<file path="src/rtl/pwm_meter_pkg.sv">
package pwm_meter_pkg;
  localparam int CODE_W = 2;

  typedef enum logic [2:0] {
    ST_IDLE,
    ST_ARM,
    ST_MEAS,
    ST_DRAIN,
    ST_CALC
  } meas_state_t;
endpackage

</file>
<file path="src/rtl/pwm_meter_front.sv">
module pwm_meter_front #(
  parameter int SYNC_N = 2
) (
  input  logic clk,
  input  logic rst,
  input  logic sig_i,
  output logic rise_o,
  output logic fall_o
);
  logic [SYNC_N-1:0] sync_q;
  logic              last_q;

  always_ff @(posedge clk) begin
    if (rst) begin
      sync_q <= '0;
      last_q <= 1'b0;
    end else begin
      sync_q <= {sync_q[SYNC_N-2:0], sig_i};
      last_q <= sync_q[SYNC_N-1];
    end
  end

  assign rise_o = sync_q[SYNC_N-1] & ~last_q;
  assign fall_o = ~sync_q[SYNC_N-1] & last_q;
endmodule

</file>
<file path="src/rtl/pwm_meter_timebase.sv">
module pwm_meter_timebase #(
  parameter int CNT_W = 16,
  parameter int PSC_W = 16
) (
  input  logic             clk,
  input  logic             rst,
  input  logic             clr_i,
  input  logic             run_i,
  input  logic [PSC_W-1:0] psc_i,
  input  logic [CNT_W-1:0] wrap_i,
  output logic [CNT_W-1:0] cnt_o,
  output logic             tick_o
);
  logic [PSC_W-1:0] pre_q;
  logic [CNT_W-1:0] top_val;

  assign top_val = wrap_i - 1'b1;
  assign tick_o  = run_i && !clr_i && (pre_q == psc_i);

  always_ff @(posedge clk) begin
    if (rst) begin
      pre_q <= '0;
      cnt_o <= '0;
    end else if (clr_i) begin
      pre_q <= '0;
      cnt_o <= '0;
    end else if (tick_o) begin
      pre_q <= '0;
      cnt_o <= (cnt_o >= top_val) ? '0 : cnt_o + 1'b1;
    end else if (run_i) begin
      pre_q <= pre_q + 1'b1;
    end
  end

  // counter stays below the modulus
  p_cnt_range_r2: assert property (@(posedge clk) disable iff (rst)
    (wrap_i != '0) |-> (cnt_o < wrap_i));

  // with a nonzero divider two ticks are never adjacent
  p_tick_gap_r2: assert property (@(posedge clk) disable iff (rst)
    (tick_o && psc_i != '0) |=> !tick_o);
endmodule

</file>
<file path="src/rtl/pwm_meter_capunit.sv">
module pwm_meter_capunit #(
  parameter int CNT_W  = 16,
  parameter int CODE_W = 2
) (
  input  logic              clk,
  input  logic              rst,
  input  logic              clr_i,
  input  logic              en_i,
  input  logic              edge_i,
  input  logic [CODE_W-1:0] code_i,
  input  logic [CNT_W-1:0]  cnt_i,
  output logic [CNT_W-1:0]  cap_o,
  output logic              hit_o
);
  localparam int DIV_W = (1 << CODE_W) - 1;

  logic [DIV_W-1:0] div_q;
  logic [DIV_W-1:0] mask;

  assign mask  = ~({DIV_W{1'b1}} << code_i);
  assign hit_o = en_i && !clr_i && edge_i && (div_q == '0);

  always_ff @(posedge clk) begin
    if (rst) begin
      div_q <= '0;
      cap_o <= '0;
    end else if (clr_i) begin
      div_q <= '0;
    end else if (en_i && edge_i) begin
      div_q <= (div_q + 1'b1) & mask;
      if (hit_o) cap_o <= cnt_i;
    end
  end

  // the capture register only moves after a qualifying edge
  p_cap_on_edge_r3: assert property (@(posedge clk) disable iff (rst)
    !$stable(cap_o) |-> $past(en_i && edge_i));
endmodule

</file>
<file path="src/rtl/pwm_meter_calc.sv">
module pwm_meter_calc #(
  parameter int CNT_W  = 16,
  parameter int CODE_W = 2
) (
  input  logic [CNT_W-1:0]  t0_i,
  input  logic [CNT_W-1:0]  t1_i,
  input  logic [CNT_W-1:0]  t2_i,
  input  logic [CNT_W-1:0]  wrap_i,
  input  logic [CODE_W-1:0] code_i,
  input  logic              single_i,
  output logic [CNT_W-1:0]  period_o,
  output logic [CNT_W-1:0]  duty_o
);
  function automatic logic [CNT_W-1:0] wdiff(input logic [CNT_W-1:0] a,
                                             input logic [CNT_W-1:0] b,
                                             input logic [CNT_W-1:0] m);
    if (b >= a) return b - a;
    else        return m - a + b;
  endfunction

  logic [CNT_W-1:0] raw_duty, race_duty, per_div, phase_duty;

  always_comb begin
    period_o   = wdiff(t0_i, t2_i, wrap_i);
    raw_duty   = wdiff(t0_i, t1_i, wrap_i);
    race_duty  = (raw_duty > period_o) ? raw_duty - period_o : raw_duty;
    per_div    = period_o >> code_i;
    phase_duty = race_duty;
    if (code_i != '0 && race_duty >= per_div)
      phase_duty = per_div - (period_o - race_duty);
    duty_o     = single_i ? '0 : phase_duty;
  end
endmodule

</file>
<file path="src/rtl/pwm_meter.sv">
module pwm_meter #(
  parameter int CNT_W  = 16,
  parameter int PSC_W  = 16,
  parameter int TMO_W  = 24,
  parameter int SYNC_N = 2
) (
  input  logic                              clk,
  input  logic                              rst,
  input  logic                              pwm_in,
  input  logic [PSC_W-1:0]                  psc_val,
  input  logic [CNT_W-1:0]                  wrap_val,
  input  logic [pwm_meter_pkg::CODE_W-1:0]  icpsc_code,
  input  logic [TMO_W-1:0]                  tmo_val,
  input  logic                              single_mode,
  input  logic                              start,
  input  logic                              abort,
  output logic [CNT_W-1:0]                  period_o,
  output logic [CNT_W-1:0]                  duty_o,
  output logic                              done_o,
  output logic                              timeout_o
);
  import pwm_meter_pkg::*;

  localparam int N_CAP = 2;

  meas_state_t       state_q;
  logic [PSC_W-1:0]  psc_a;
  logic [CNT_W-1:0]  wrap_a;
  logic [CODE_W-1:0] code_a;
  logic [TMO_W-1:0]  tmo_a;
  logic              single_a;
  logic [1:0]        lag_q;
  logic              snap_n;
  logic [TMO_W-1:0]  tcnt_q;
  logic [CNT_W-1:0]  t0_q, t1_q, t2_q;

  logic              rise_e, fall_e, tick, run, clr, tmo_hit;
  logic [CNT_W-1:0]  cnt;
  logic [N_CAP-1:0]  edge_v, en_v, hit_v;
  logic [CNT_W-1:0]  cap_v [N_CAP];
  logic [CNT_W-1:0]  calc_per, calc_duty;

  assign clr = start && !abort;
  assign run = (state_q != ST_IDLE);

  pwm_meter_front #(.SYNC_N(SYNC_N)) u_front (
    .clk(clk), .rst(rst), .sig_i(pwm_in), .rise_o(rise_e), .fall_o(fall_e)
  );

  pwm_meter_timebase #(.CNT_W(CNT_W), .PSC_W(PSC_W)) u_tb (
    .clk(clk), .rst(rst), .clr_i(clr), .run_i(run), .psc_i(psc_a),
    .wrap_i(wrap_a), .cnt_o(cnt), .tick_o(tick)
  );

  assign edge_v = {fall_e, rise_e};
  assign en_v[0] = (state_q == ST_ARM) || (state_q == ST_MEAS);
  assign en_v[1] = en_v[0] || (state_q == ST_DRAIN);

  for (genvar gi = 0; gi < N_CAP; gi++) begin : g_cap
    pwm_meter_capunit #(.CNT_W(CNT_W), .CODE_W(CODE_W)) u_cap (
      .clk(clk), .rst(rst), .clr_i(clr), .en_i(en_v[gi]),
      .edge_i(edge_v[gi]), .code_i(code_a), .cnt_i(cnt),
      .cap_o(cap_v[gi]), .hit_o(hit_v[gi])
    );
  end

  pwm_meter_calc #(.CNT_W(CNT_W), .CODE_W(CODE_W)) u_calc (
    .t0_i(t0_q), .t1_i(t1_q), .t2_i(t2_q), .wrap_i(wrap_a),
    .code_i(code_a), .single_i(single_a),
    .period_o(calc_per), .duty_o(calc_duty)
  );

  assign tmo_hit = tick && ((tcnt_q + 1'b1) >= tmo_a);

  always_ff @(posedge clk) begin
    if (rst) begin
      state_q   <= ST_IDLE;
      psc_a     <= '0;
      wrap_a    <= '0;
      code_a    <= '0;
      tmo_a     <= '0;
      single_a  <= 1'b0;
      lag_q     <= '0;
      snap_n    <= 1'b0;
      tcnt_q    <= '0;
      t0_q      <= '0;
      t1_q      <= '0;
      t2_q      <= '0;
      period_o  <= '0;
      duty_o    <= '0;
      done_o    <= 1'b0;
      timeout_o <= 1'b0;
    end else if (abort) begin
      state_q   <= ST_IDLE;
      lag_q     <= '0;
      done_o    <= 1'b0;
      timeout_o <= 1'b0;
    end else if (start) begin
      state_q   <= ST_ARM;
      psc_a     <= psc_val;
      wrap_a    <= wrap_val;
      code_a    <= icpsc_code;
      tmo_a     <= tmo_val;
      single_a  <= single_mode;
      lag_q     <= '0;
      snap_n    <= 1'b0;
      tcnt_q    <= '0;
      period_o  <= '0;
      duty_o    <= '0;
      done_o    <= 1'b0;
      timeout_o <= 1'b0;
    end else begin
      lag_q <= {lag_q[0], hit_v[0]};
      case (state_q)
        ST_ARM, ST_MEAS: begin
          if (hit_v[0]) begin
            state_q <= (state_q == ST_ARM) ? ST_MEAS : ST_DRAIN;
          end else if (tmo_hit) begin
            timeout_o <= 1'b1;
            state_q   <= ST_IDLE;
          end else if (tick) begin
            tcnt_q <= tcnt_q + 1'b1;
          end
        end
        ST_CALC: begin
          period_o <= calc_per;
          duty_o   <= calc_duty;
          done_o   <= 1'b1;
          state_q  <= ST_IDLE;
        end
        default: ;
      endcase
      if (lag_q[1]) begin
        if (!snap_n) begin
          t0_q   <= cap_v[0];
          snap_n <= 1'b1;
        end else begin
          t2_q    <= cap_v[0];
          t1_q    <= cap_v[1];
          state_q <= ST_CALC;
        end
      end
    end
  end

  // the two completion flags exclude each other
  p_flags_excl_r9: assert property (@(posedge clk) disable iff (rst)
    !(done_o && timeout_o));

  // a reported result holds until start or abort
  p_done_hold_r12: assert property (@(posedge clk) disable iff (rst)
    (done_o && !start && !abort) |=> (done_o && $stable(period_o) && $stable(duty_o)));

  // abort clears both flags on the next cycle
  p_abort_clear_r11: assert property (@(posedge clk) disable iff (rst)
    abort |=> (!done_o && !timeout_o));

  // single-channel configuration never reports a duty
  p_single_zero_r10: assert property (@(posedge clk) disable iff (rst)
    (done_o && single_a) |-> (duty_o == '0));
endmodule

</file>
<file path="config.mk">
export PLATFORM = sky130hd
export DESIGN_NAME = pwm_meter
export DESIGN_NICKNAME = d
export VERILOG_FILES = /design/src/rtl/pwm_meter_pkg.sv /design/src/rtl/pwm_meter_front.sv /design/src/rtl/pwm_meter_timebase.sv /design/src/rtl/pwm_meter_capunit.sv /design/src/rtl/pwm_meter_calc.sv /design/src/rtl/pwm_meter.sv
export SDC_FILE = /design/constraint.sdc
export NUM_CORES = 1
export LEC_CHECK = 0
export ABC_AREA = 1
export BUFFER_PORTS_ARGS = -buffer_cell sky130_fd_sc_hd__buf_2
export CORE_MARGIN = 4
export CORE_UTILIZATION = 35
export CTS_CLUSTER_DIAMETER = 40
export DETAILED_ROUTE_END_ITERATION = 16
export PLACE_DENSITY = 0.63
export SLEW_MARGIN = 15
export SYNTH_ARGS = -nofsm -noshare
export SYNTH_HDL_FRONTEND = slang
export SYNTH_SLANG_ARGS = --single-unit
</file>
<file path="constraint.sdc">
create_clock -name clk -period 8.6 [get_ports clk]
set_input_delay 1.29 -clock clk [delete_from_list [all_inputs] [get_ports clk]]
set_output_delay 1.29 -clock clk [all_outputs]
set_load 0.02 [all_outputs]
</file>
==> metrics.txt, run 1 <==
status=finished clean; Crit path largest cell delay=about 0.55 ns; Lkg Pwr=between 9 and 10 nW; first-pass GRT wire length=83.68 mm; Slew headroom=0.3816; GR Overflow Total=0; ANT nets after route=0; Hold Buf Count CTS=0; Vias per Instance=approximately 5.1; Fin. Hold Viols=0; clock tree root driver cell=clkbuf_16; syn nets=2,770; Total GRT Usage=0.1888; Worst Setup Start Kind=register; die width=around 230 um; setup TNS=0 ns; Total Wirelength=52.30 mm; maximum fanout along the worst path=9; area delta synth->final=15.70%; clock skew=0.02217 ns; gpl congestion=roughly 0.93; H-tree depth=2; initial antenna violation count=1; Max Freq=122.8 MHz; Final min period=a little over 8 ns; most area-consuming cells after synthesis=dfxtp_1, ha_1, nand2_1; DR WL met2=24.44 mm; Die ar.=54,140 um2; TritonCTS clock tree=done; I/O pin cnt=98; sequential fraction of the synthesis area=0.2765; WL per Instance=15.80 um; total CTS buffers=38; period utilization=0.9469; row count=82; largest net degree at the start of global routing=94; final core occ=0.4083; DR WL met3=2.237 mm; Max Slew Vio Count=0; PwrDens=157.9 nW/um2; critical path class=reg -> reg; Post-synth EDFFs=0; max cap viols=0; synthesized flop and latch total=about 240; Syn Std Cell Area=17,670 um2; Unique masters post-synth=53; clock buffer depth=3; Core Region=50,070 um2; Die Ht=232.7 um; Top Metal Used=met4; Top FF cell, synth=dfxtp_1; multi-input logic area=~11,000 um2; most frequent cells in the layout=nand2_1, inv_1, a21oi_1; final setup violation count=0; cells after synthesis=2,512; Hold WC Path Type=reg -> reg; vias in the first global route=16,158; layout cells sized above 1=0.1240; worst-margin pin slew=0.9266 ns; Starting Density=0.3529; CP most frequent cell=a21oi_1; Fillers=between 5,000 and 6,000; wl on met1=24.29 mm; DR DRC count=0; clock latency on the worst-skew pair=0.56 ns; FF/Latch Area=4887 um2; CP required=9.00 ns; drt pass-1 iters=7; Ys Warns=0; initial DRC count=1,033; CTS clock-pin slew for the worst setup and hold paths=around 0.06 ns; total vias in the final route=16,913; Clock Sinks=244; maximum vdd drop=0.1324 mV; synthesized area per cell=roughly 7 um2; critical path's slowest cell=fa_1; # port buffers=97; WP data arrival=8.55 ns; async set or reset register ratio after synthesis=0; most common cell after layout, fill and taps aside=nand2_1; final-stage net count=2,870; cell taking the most area after synthesis=dfxtp_1; hpwl dp=roughly 41 mm; critical path capture point type=register; Yosys top cell area share=0.2765
repair_timing:
action	in CTS	in global routing
buffers inserted	0	8
resized for setup	0	47
endpoints found under the setup margin	0	7
metrics by stage:
stage	cell area, um2	total power [W]	cells	setup WS [ns]	hold WS (ns)
finish	20440	0.003228	3311	0.4564	0.4054
global route	20440	0.003378	3310	-0.1311	0.4312
detailed placement	18930	0.001717	3236	0.1554	0.4044
floorplan	17670	0.001582	2512	0.5680	0.3883
CTS	20180	0.003235	3301	0.1019	0.4115
global placement	18930	0.001709	3236	0.2192	0.3964
worst paths after layout:
kind | start | endpoint | slack, ns | cells past startpoint
worst max-delay path | wrap_a[0] | duty_o[15] | 0.46 | 53
worst min-delay path | lag_q[0] | lag_q[1] | 0.41 | 2
worst max register to register | wrap_a[0] | duty_o[15] | 0.46 | 53
worst min register to register | lag_q[0] | lag_q[1] | 0.41 | 2
state kept, by name, indices dropped and copies added, names as in the netlist:
register           flops
timeout_o              1
t2_q                  16
single_a               1
u_tb.cnt_o            16
lag_q                  2
psc_a                 16
g_cap.u_cap.div_q      6
tmo_a                 24
snap_n                 1
g_cap.u_cap.cap_o     32
t1_q                  16
done_o                 1
u_front.sync_q         2
wrap_a                16
u_tb.pre_q            16
u_front.last_q         1
code_a                 2
t0_q                  16
duty_o                16
tcnt_q                24
state_q                3
period_o              16
Yosys cell counts (7+ instances only):
master and instances:
a21o_1 8, a221oi_1 7, nor4_1 16, ha_1 174
a21oi_1 267, mux2i_1 8, fa_1 20, clkbuf_1 67
inv_1 343, a31oi_1 13, a211oi_1 16, nor2_1 215
nand4_1 24, nor3_1 34, nor3b_1 8, inv_2 10
o21ai_0 228, or2_2 8, nand2_2 28, nand3_1 120
xor2_1 93, o21ai_1 7, dfxtp_1 244, o21ai_2 8
a21oi_2 8, xnor2_1 48, nand2_1 399, nand3_2 10
o21bai_1 22, o21a_1 7
worst max-delay path: cells and delay by family (launching register included):
family,cells,cell delay [ns]
AOI/OAI and AO/OA,21,2.86
xor gates and xnor gates,3,0.45
adders and majority gates,6,2.01
buffers and inverters,8,0.72
DFF,1,0.31
and+or+nand+nor,15,1.64
logic make-up (layout without fill, tap and decap cells):
group                      count (synthesis)  count (layout)  share of synthesized area
AOI/OAI and AO/OA                        607             607                     0.1880
xor gates and xnor gates                 141             141                    0.06990
adders and majority gates                194             194                     0.1459
buffers and inverters                    437             562                    0.09511
DFF                                      244             244                     0.2765
muxes                                      8               8                   0.004533
other                                      0               2                          0
and+or+nand+nor                          881             881                     0.2200
area by class of cell:
type	instances	share of cell area
Antenna cell	2	0.0002448
Multi-Input combinational cell	1831	0.5535
Clock buffer	39	0.04719
Tap cell	672	0.04113
Timing Repair Buffer	139	0.03917
Clock inverter	26	0.01383
Inverter	358	0.06580
Sequential cell	244	0.2391
report_power, final:
group | leakage [nW] | switching, W | internal (W) | total (W)
clock | 0.592 | 0.000607 | 0.000899 | 0.00151
combinational | 6.99 | 0.000331 | 0.000209 | 0.000541
sequential | 1.98 | 0.0000233 | 0.00116 | 0.00118
metal layers:
metal,up-vias,global-route usage
met4,0,0.05304
met3,85,0.02657
met1,7923,0.2539
met5,-,0
met2,384,0.3165
li1,8521,-
Power figures use the tool's default switching activity.
==> run 2, diff against run 1 <==
--- a/config.mk
+++ b/config.mk
@@ -9,2 +9,3 @@
 export BUFFER_PORTS_ARGS = -buffer_cell sky130_fd_sc_hd__buf_2
+export CORE_ASPECT_RATIO = 1.75
 export CORE_MARGIN = 4
--- a/constraint.sdc
+++ b/constraint.sdc
@@ -3,2 +3,2 @@
 set_output_delay 1.29 -clock clk [all_outputs]
-set_load 0.02 [all_outputs]
+set_load 0.005 [all_outputs]
==> run 2 against run 1 <==
Net effect: sequential share of layout area about the same; final area about the same; setup slack improved by 0.13 ns; sequential power about the same; largest cell class unchanged; register-to-register slack improved by 0.13 ns; highest routed layer unchanged; non-clock buffer count increased by 25; sequential cell count unchanged; utilization increased by 0.32 points; critical endpoint unchanged; maximum frequency increased by 1.6%; clock skew increased by 0.022 ns; global-route usage increased by 0.74 points; via count increased by 0.21%.
==> metrics.txt, run 2 (same netlist as run 1, synthesis figures left out) <==
status=finished clean (unchanged); row count=108 (was 82); Final min period=8.015 ns (was 8.144 ns); Fin. Hold Viols=0 (unchanged); initial DRC count=684 (was 1,033); maximum vdd drop=0.1631 mV (was 0.1324 mV); final-stage net count=2,887 (was 2,870); DR DRC count=0 (unchanged); layout cells sized above 1=0.1342 (was 0.1240); clock skew=0.04388 ns (was 0.02217 ns); period utilization=0.9320 (was 0.9469); critical path's slowest cell=fa_1 (unchanged); maximum fanout along the worst path=6 (was 9); Largest Register=g_cap.u_cap.cap_o (unchanged); Worst Setup Start Kind=register (unchanged); max reg flops=32 (unchanged); # port buffers=97 (unchanged); critical path class=reg -> reg (unchanged); CP required=9.05 ns (was 9.00 ns); ANT nets after route=0 (unchanged); most common cell after layout, fill and taps aside=nand2_1 (unchanged); total vias in the final route=16,949 (was 16,913); GR Overflow Total=0 (unchanged); Total Wirelength=54.71 mm (was 52.30 mm); Max Slew Vio Count=0 (unchanged); CP most frequent cell=a21oi_1 (unchanged); Slew headroom=0.3228 (was 0.3816); largest net degree at the start of global routing=120 (was 94); total CTS buffers=30 (was 38); Crit path largest cell delay=0.54 ns (was 0.55 ns); Hold Buf Count CTS=0 (unchanged); FF/Latch Area=4887 um2 (unchanged); Vias per Instance=5.116 (was 5.108); first-pass GRT wire length=86.10 mm (was 83.68 mm); max cap viols=0 (unchanged); Core Region=49,730 um2 (was 50,070 um2); critical path capture point type=register (unchanged); Total GRT Usage=0.1963 (was 0.1888); final instance area=20,460 um2 (was 20,440 um2); placed standard-cell area=19,080 um2 (was 18,930 um2); Hold WC Path Type=reg -> reg (unchanged); pre-CTS WS=-0.02943 ns (was 0.1554 ns); gpl congestion=0.9749 (was 0.9309); Clock Sinks=244 (unchanged); Die Ht=305.2 um (was 232.7 um); H-tree depth=1 (was 2); PwrDens=149.5 nW/um2 (was 157.9 nW/um2); Fillers=5,281 (was 5,285); CTS clock-pin slew for the worst setup and hold paths=0.07 ns (was 0.06 ns); R2R Setup Slk=0.58 ns (was 0.46 ns); TritonCTS clock tree=done (unchanged); clock buffer depth=3 (unchanged); area delta synth->final=15.81% (was 15.70%); WP data arrival=8.46 ns (was 8.55 ns); WL per Instance=16.51 um (was 15.80 um); die width=177.8 um (was 232.7 um); Max Freq=124.8 MHz (was 122.8 MHz); final setup violation count=0 (unchanged); Die ar.=54,280 um2 (was 54,140 um2); final worst-path setup slack=0.5847 ns (was 0.4564 ns); drt pass-1 iters=7 (unchanged); worst-margin pin slew=1.015 ns (was 0.9266 ns); Largest regs=g_cap.u_cap.cap_o (32), tcnt_q (24), tmo_a (24) (unchanged); I/O pin cnt=98 (unchanged); Lkg Pwr=9.612 nW (was 9.567 nW); clock latency on the worst-skew pair=0.60 ns (was 0.56 ns); initial antenna violation count=0 (was 1); Starting Density=0.3553 (was 0.3529); vias in the first global route=17,191 (was 16,158); most frequent cells in the layout=nand2_1, inv_1, a21oi_1 (unchanged); clock tree root driver cell=clkbuf_16 (unchanged); hpwl dp=44.86 mm (was 41.26 mm); multi-input logic area=11,350 um2 (was 11,310 um2)
==> run 2: cell types whose count changed in the layout (fill, tap and decap cells not counted), moves of 3 or more <==
cell        before  now
clkbuf_16       38   30
o21ai_1         15   10
nand2_2         28   31
clkinvlp_4       7    2
clkinv_2         5    2
inv_1          341  335
clkbuf_1         0    4
inv_8            1    5
o21ai_2         11   16
nand2_1        399  395
inv_2           12   16
nand3_1        120  117
buf_4           42   66
nand3_2         10   13
==> run 2: layout make-up <==
type	count	area share
timing repair buffer	164	0.04850
antenna	1	0.0001223
multi-input combinational	1831	0.5546
sequential	244	0.2389
clock buffer	37	0.03944
tap	660	0.04036
clock inverter	18	0.01205
inverter	358	0.06605
==> run 2: metrics by stage <==
stage                     std cells  hold slack (ns)    util  power, W  setup TNS, ns
after floorplan                2512           0.3883       -  0.001582              0
after global placement         3245           0.3963  0.3836  0.001735              0
after detailed placement       3245           0.4041  0.3836  0.001742       -0.02943
after CTS                      3300           0.4144  0.4048  0.003064              0
after global routing           3312           0.4286  0.4114  0.003201       -0.05020
final                          3313           0.4140  0.4114  0.003058              0
==> run 2: repair_timing <==
action | CTS | global route
resized for setup | 1 | 65
buffers inserted | 0 | 12
pin swaps | 0 | 44
endpoints found under the setup margin | 1 | 7
gates cloned | 0 | 0
==> run 2: metal layers <==
metal	vias up	track usage	wire, um
met2	404	0.3821	29120
met5	-	0	0
met3	188	0.01879	1746
li1	8555	-	-
met4	0	0.1489	4987
met1	7802	0.1829	18860
==> run 2: where the power goes <==
part           switching, W  internal (W)  leakage (nW)
clock              0.000556      0.000753         0.506
combinational      0.000345      0.000226          7.12
sequential        0.0000209       0.00116          1.98
==> run 2: worst max-delay path: cells and delay by family, from the launching register on <==
family                   cells  cell delay (ns)
buffers and inverters        7             0.53
adder cells (fa/ha/maj)      5             1.82
XOR/XNOR                     4             0.65
flip-flops                   1             0.33
AND/OR/NAND/NOR             14             1.37
AO/OA/AOI/OAI               22             3.18
==> run 2: worst paths after layout <==
kind	endpoint	cells after the start	start
setup / recovery	duty_o[15]	52	t0_q[3]
hold reg to reg	u_front.sync_q[1]	2	u_front.sync_q[0]
hold / removal	u_front.sync_q[1]	2	u_front.sync_q[0]
setup reg to reg	duty_o[15]	52	t0_q[3]
==> run 3, diff against run 2 <==
BUFFER_PORTS_ARGS = default   (was -buffer_cell sky130_fd_sc_hd__buf_2)
DONT_BUFFER_PORTS = 1   (was default)
PLACE_DENSITY = 0.62   (was 0.63)
==> run 3 against run 2 <==
Net effect: setup slack got worse by 0.12 ns; maximum frequency shrank 1.5%; total power fell by 3.4%; first-iteration DRC count is 13% lower; sequential share of layout area rose by 0.91 points; sequential cell count is the same; global-route usage increased by 0.15 points; critical endpoint unchanged; largest cell class unchanged; highest routed layer is now met5.
==> metrics.txt, run 3 (same netlist as run 1, synthesis figures left out) <==
status=finished clean (unchanged); hpwl dp=44.47 mm (was 44.86 mm); maximum fanout along the worst path=8 (was 6); total CTS buffers=31 (was 30); drt pass-1 iters=7 (unchanged); TritonCTS clock tree=done (unchanged); Crit path largest cell delay=0.48 ns (was 0.54 ns); largest net degree at the start of global routing=110 (was 120); Largest regs=g_cap.u_cap.cap_o (32), tcnt_q (24), tmo_a (24) (unchanged); Clock Sinks=244 (unchanged); setup TNS=0 ns (unchanged); CTS clock-pin slew for the worst setup and hold paths=0.06 ns (was 0.07 ns); Fillers=5,270 (was 5,281); min-delay src=lag_q[0] (was u_front.sync_q[0]); most common cell after layout, fill and taps aside=nand2_1 (unchanged); Starting Density=0.3553 (unchanged); Total Wirelength=54.46 mm (was 54.71 mm); vias in the first global route=16,616 (was 17,191); ANT nets after route=0 (unchanged); H-tree depth=1 (unchanged); R2R Setup Slk=0.46 ns (was 0.58 ns); GR Overflow Total=0 (unchanged); clock tree root driver cell=clkbuf_16 (unchanged); critical path capture point type=register (unchanged); Die Ht=305.2 um (unchanged); Worst Hold End=lag_q[1] (was u_front.sync_q[1]); CP required=9.08 ns (was 9.05 ns); critical path's slowest cell=fa_1 (unchanged); area delta synth->final=11.51% (was 15.81%); layout cells sized above 1=0.08858 (was 0.1342); Fin. Hold Viols=0 (unchanged); initial DRC count=592 (was 684); row count=108 (unchanged); gpl congestion=0.9854 (was 0.9749); placed standard-cell area=18,520 um2 (was 19,080 um2); Core Region=49,730 um2 (unchanged); R2R cell count=54 (was 52); Max Freq=122.9 MHz (was 124.8 MHz); Worst Setup Start Kind=register (unchanged); critical path class=reg -> reg (unchanged); Largest Register=g_cap.u_cap.cap_o (unchanged); FF/Latch Area=4886 um2 (was 4887 um2); clock buffer depth=3 (unchanged); Hold Path Depth=2 (unchanged); total vias in the final route=16,412 (was 16,949); Die ar.=54,280 um2 (unchanged); PwrDens=150.0 nW/um2 (was 149.5 nW/um2); die width=177.8 um (unchanged); Total GRT Usage=0.1978 (was 0.1963); max cap viols=0 (unchanged); final-stage net count=2,777 (was 2,887); DR DRC count=0 (unchanged); maximum vdd drop=0.1692 mV (was 0.1631 mV); Max Slew Vio Count=0 (unchanged); max reg flops=32 (unchanged); clock skew=0.01933 ns (was 0.04388 ns); I/O pin cnt=98 (unchanged); final setup violation count=0 (unchanged); final instance area=19,700 um2 (was 20,460 um2); WP data arrival=8.62 ns (was 8.46 ns); Reg-to-Reg End=duty_o[15] (unchanged); # port buffers=0 (was 97); multi-input logic area=11,260 um2 (was 11,350 um2); WL per Instance=17.01 um (was 16.51 um); CP most frequent cell=nand2_1 (was a21oi_1); Hold Buf Count CTS=0 (unchanged); worst-margin pin slew=1.015 ns (about the same); Hold WC Path Type=reg -> reg (unchanged); Vias per Instance=5.126 (was 5.116); most frequent cells in the layout=nand2_1, inv_1, a21oi_1 (unchanged); initial antenna violation count=2 (was 0); Lkg Pwr=9.060 nW (was 9.612 nW); period utilization=0.9463 (was 0.9320); Final min period=8.138 ns (was 8.015 ns); clock latency on the worst-skew pair=0.60 ns (about the same); RR Startpoint=wrap_a[0] (was t0_q[3]); first-pass GRT wire length=86.53 mm (was 86.10 mm); Slew headroom=0.3224 (was 0.3228)
-- run 3: metal layers --
metal  up-vias  wire length (um)  GRT usage
met4         2              3748     0.1169
met2       360             29560     0.3866
met3       142              1842    0.02423
met1      7567             19300     0.1937
met5         -                13          0
li1       8341                 -          -
-- run 3: metrics by stage --
stage | std cells | setup slack (ns) | util | total power, W | hold slack [ns]
detailed placement | 3139 | 0.01309 | 0.3725 | 0.001719 | 0.3983
floorplan | 2512 | 0.5680 | - | 0.001582 | 0.3883
finish | 3202 | 0.4622 | 0.3962 | 0.002955 | 0.4095
CTS | 3193 | 0.07442 | 0.3922 | 0.002972 | 0.4098
global route | 3200 | -0.1416 | 0.3961 | 0.003103 | 0.4235
global placement | 3139 | 0.1037 | 0.3725 | 0.001711 | 0.3987
-- run 3: worst max-delay path, delay by kind of cell (launching register included) --
family,cells,cell delay [ns]
AOI/OAI and AO/OA,16,2.08
adders and majority gates,6,2.04
and+or+nand+nor,18,2.02
buffers and inverters,10,0.95
xor gates and xnor gates,4,0.61
DFF,1,0.31
-- run 3: how the worst max path moves through the flow --
| stage | depth (start not counted) | slack, ns | from | end |
|---|---|---|---|---|
| finish | 54 | 0.46 | wrap_a[0] | duty_o[15] |
| global route | 52 | -0.14 | t0_q[3] | duty_o[15] |
| CTS | 48 | 0.07 | t0_q[0] | duty_o[14] |
| detailed placement | 48 | 0.01 | t0_q[0] | duty_o[14] |
| global placement | 48 | 0.10 | t0_q[0] | duty_o[14] |
| floorplan | 51 | 0.57 | wrap_a[0] | duty_o[14] |
-- run 3: cell type report --
cell class	count	area share
multi-input cells	1831	0.5717
flip-flops and latches	244	0.2480
inverters	358	0.06834
well taps	660	0.04192
clock buffers	35	0.04065
repair buffers	53	0.02020
clock inverters	19	0.008955
diodes	2	0.0002540
-- run 3: report_power, final --
part / leakage, nW / internal (W) / switching [W]
sequential: 1.98 / 0.00116 / 0.0000207
combinational: 6.60 / 0.000205 / 0.000333
clock: 0.476 / 0.000687 / 0.000551
-- run 3: what timing repair did --
action                                 CTS  global route
setup endpoints to repair                1             5
gates resized for setup                  1            41
endpoints found under the hold margin    0             0
pin swaps                                0            19
setup buffers                            0             7
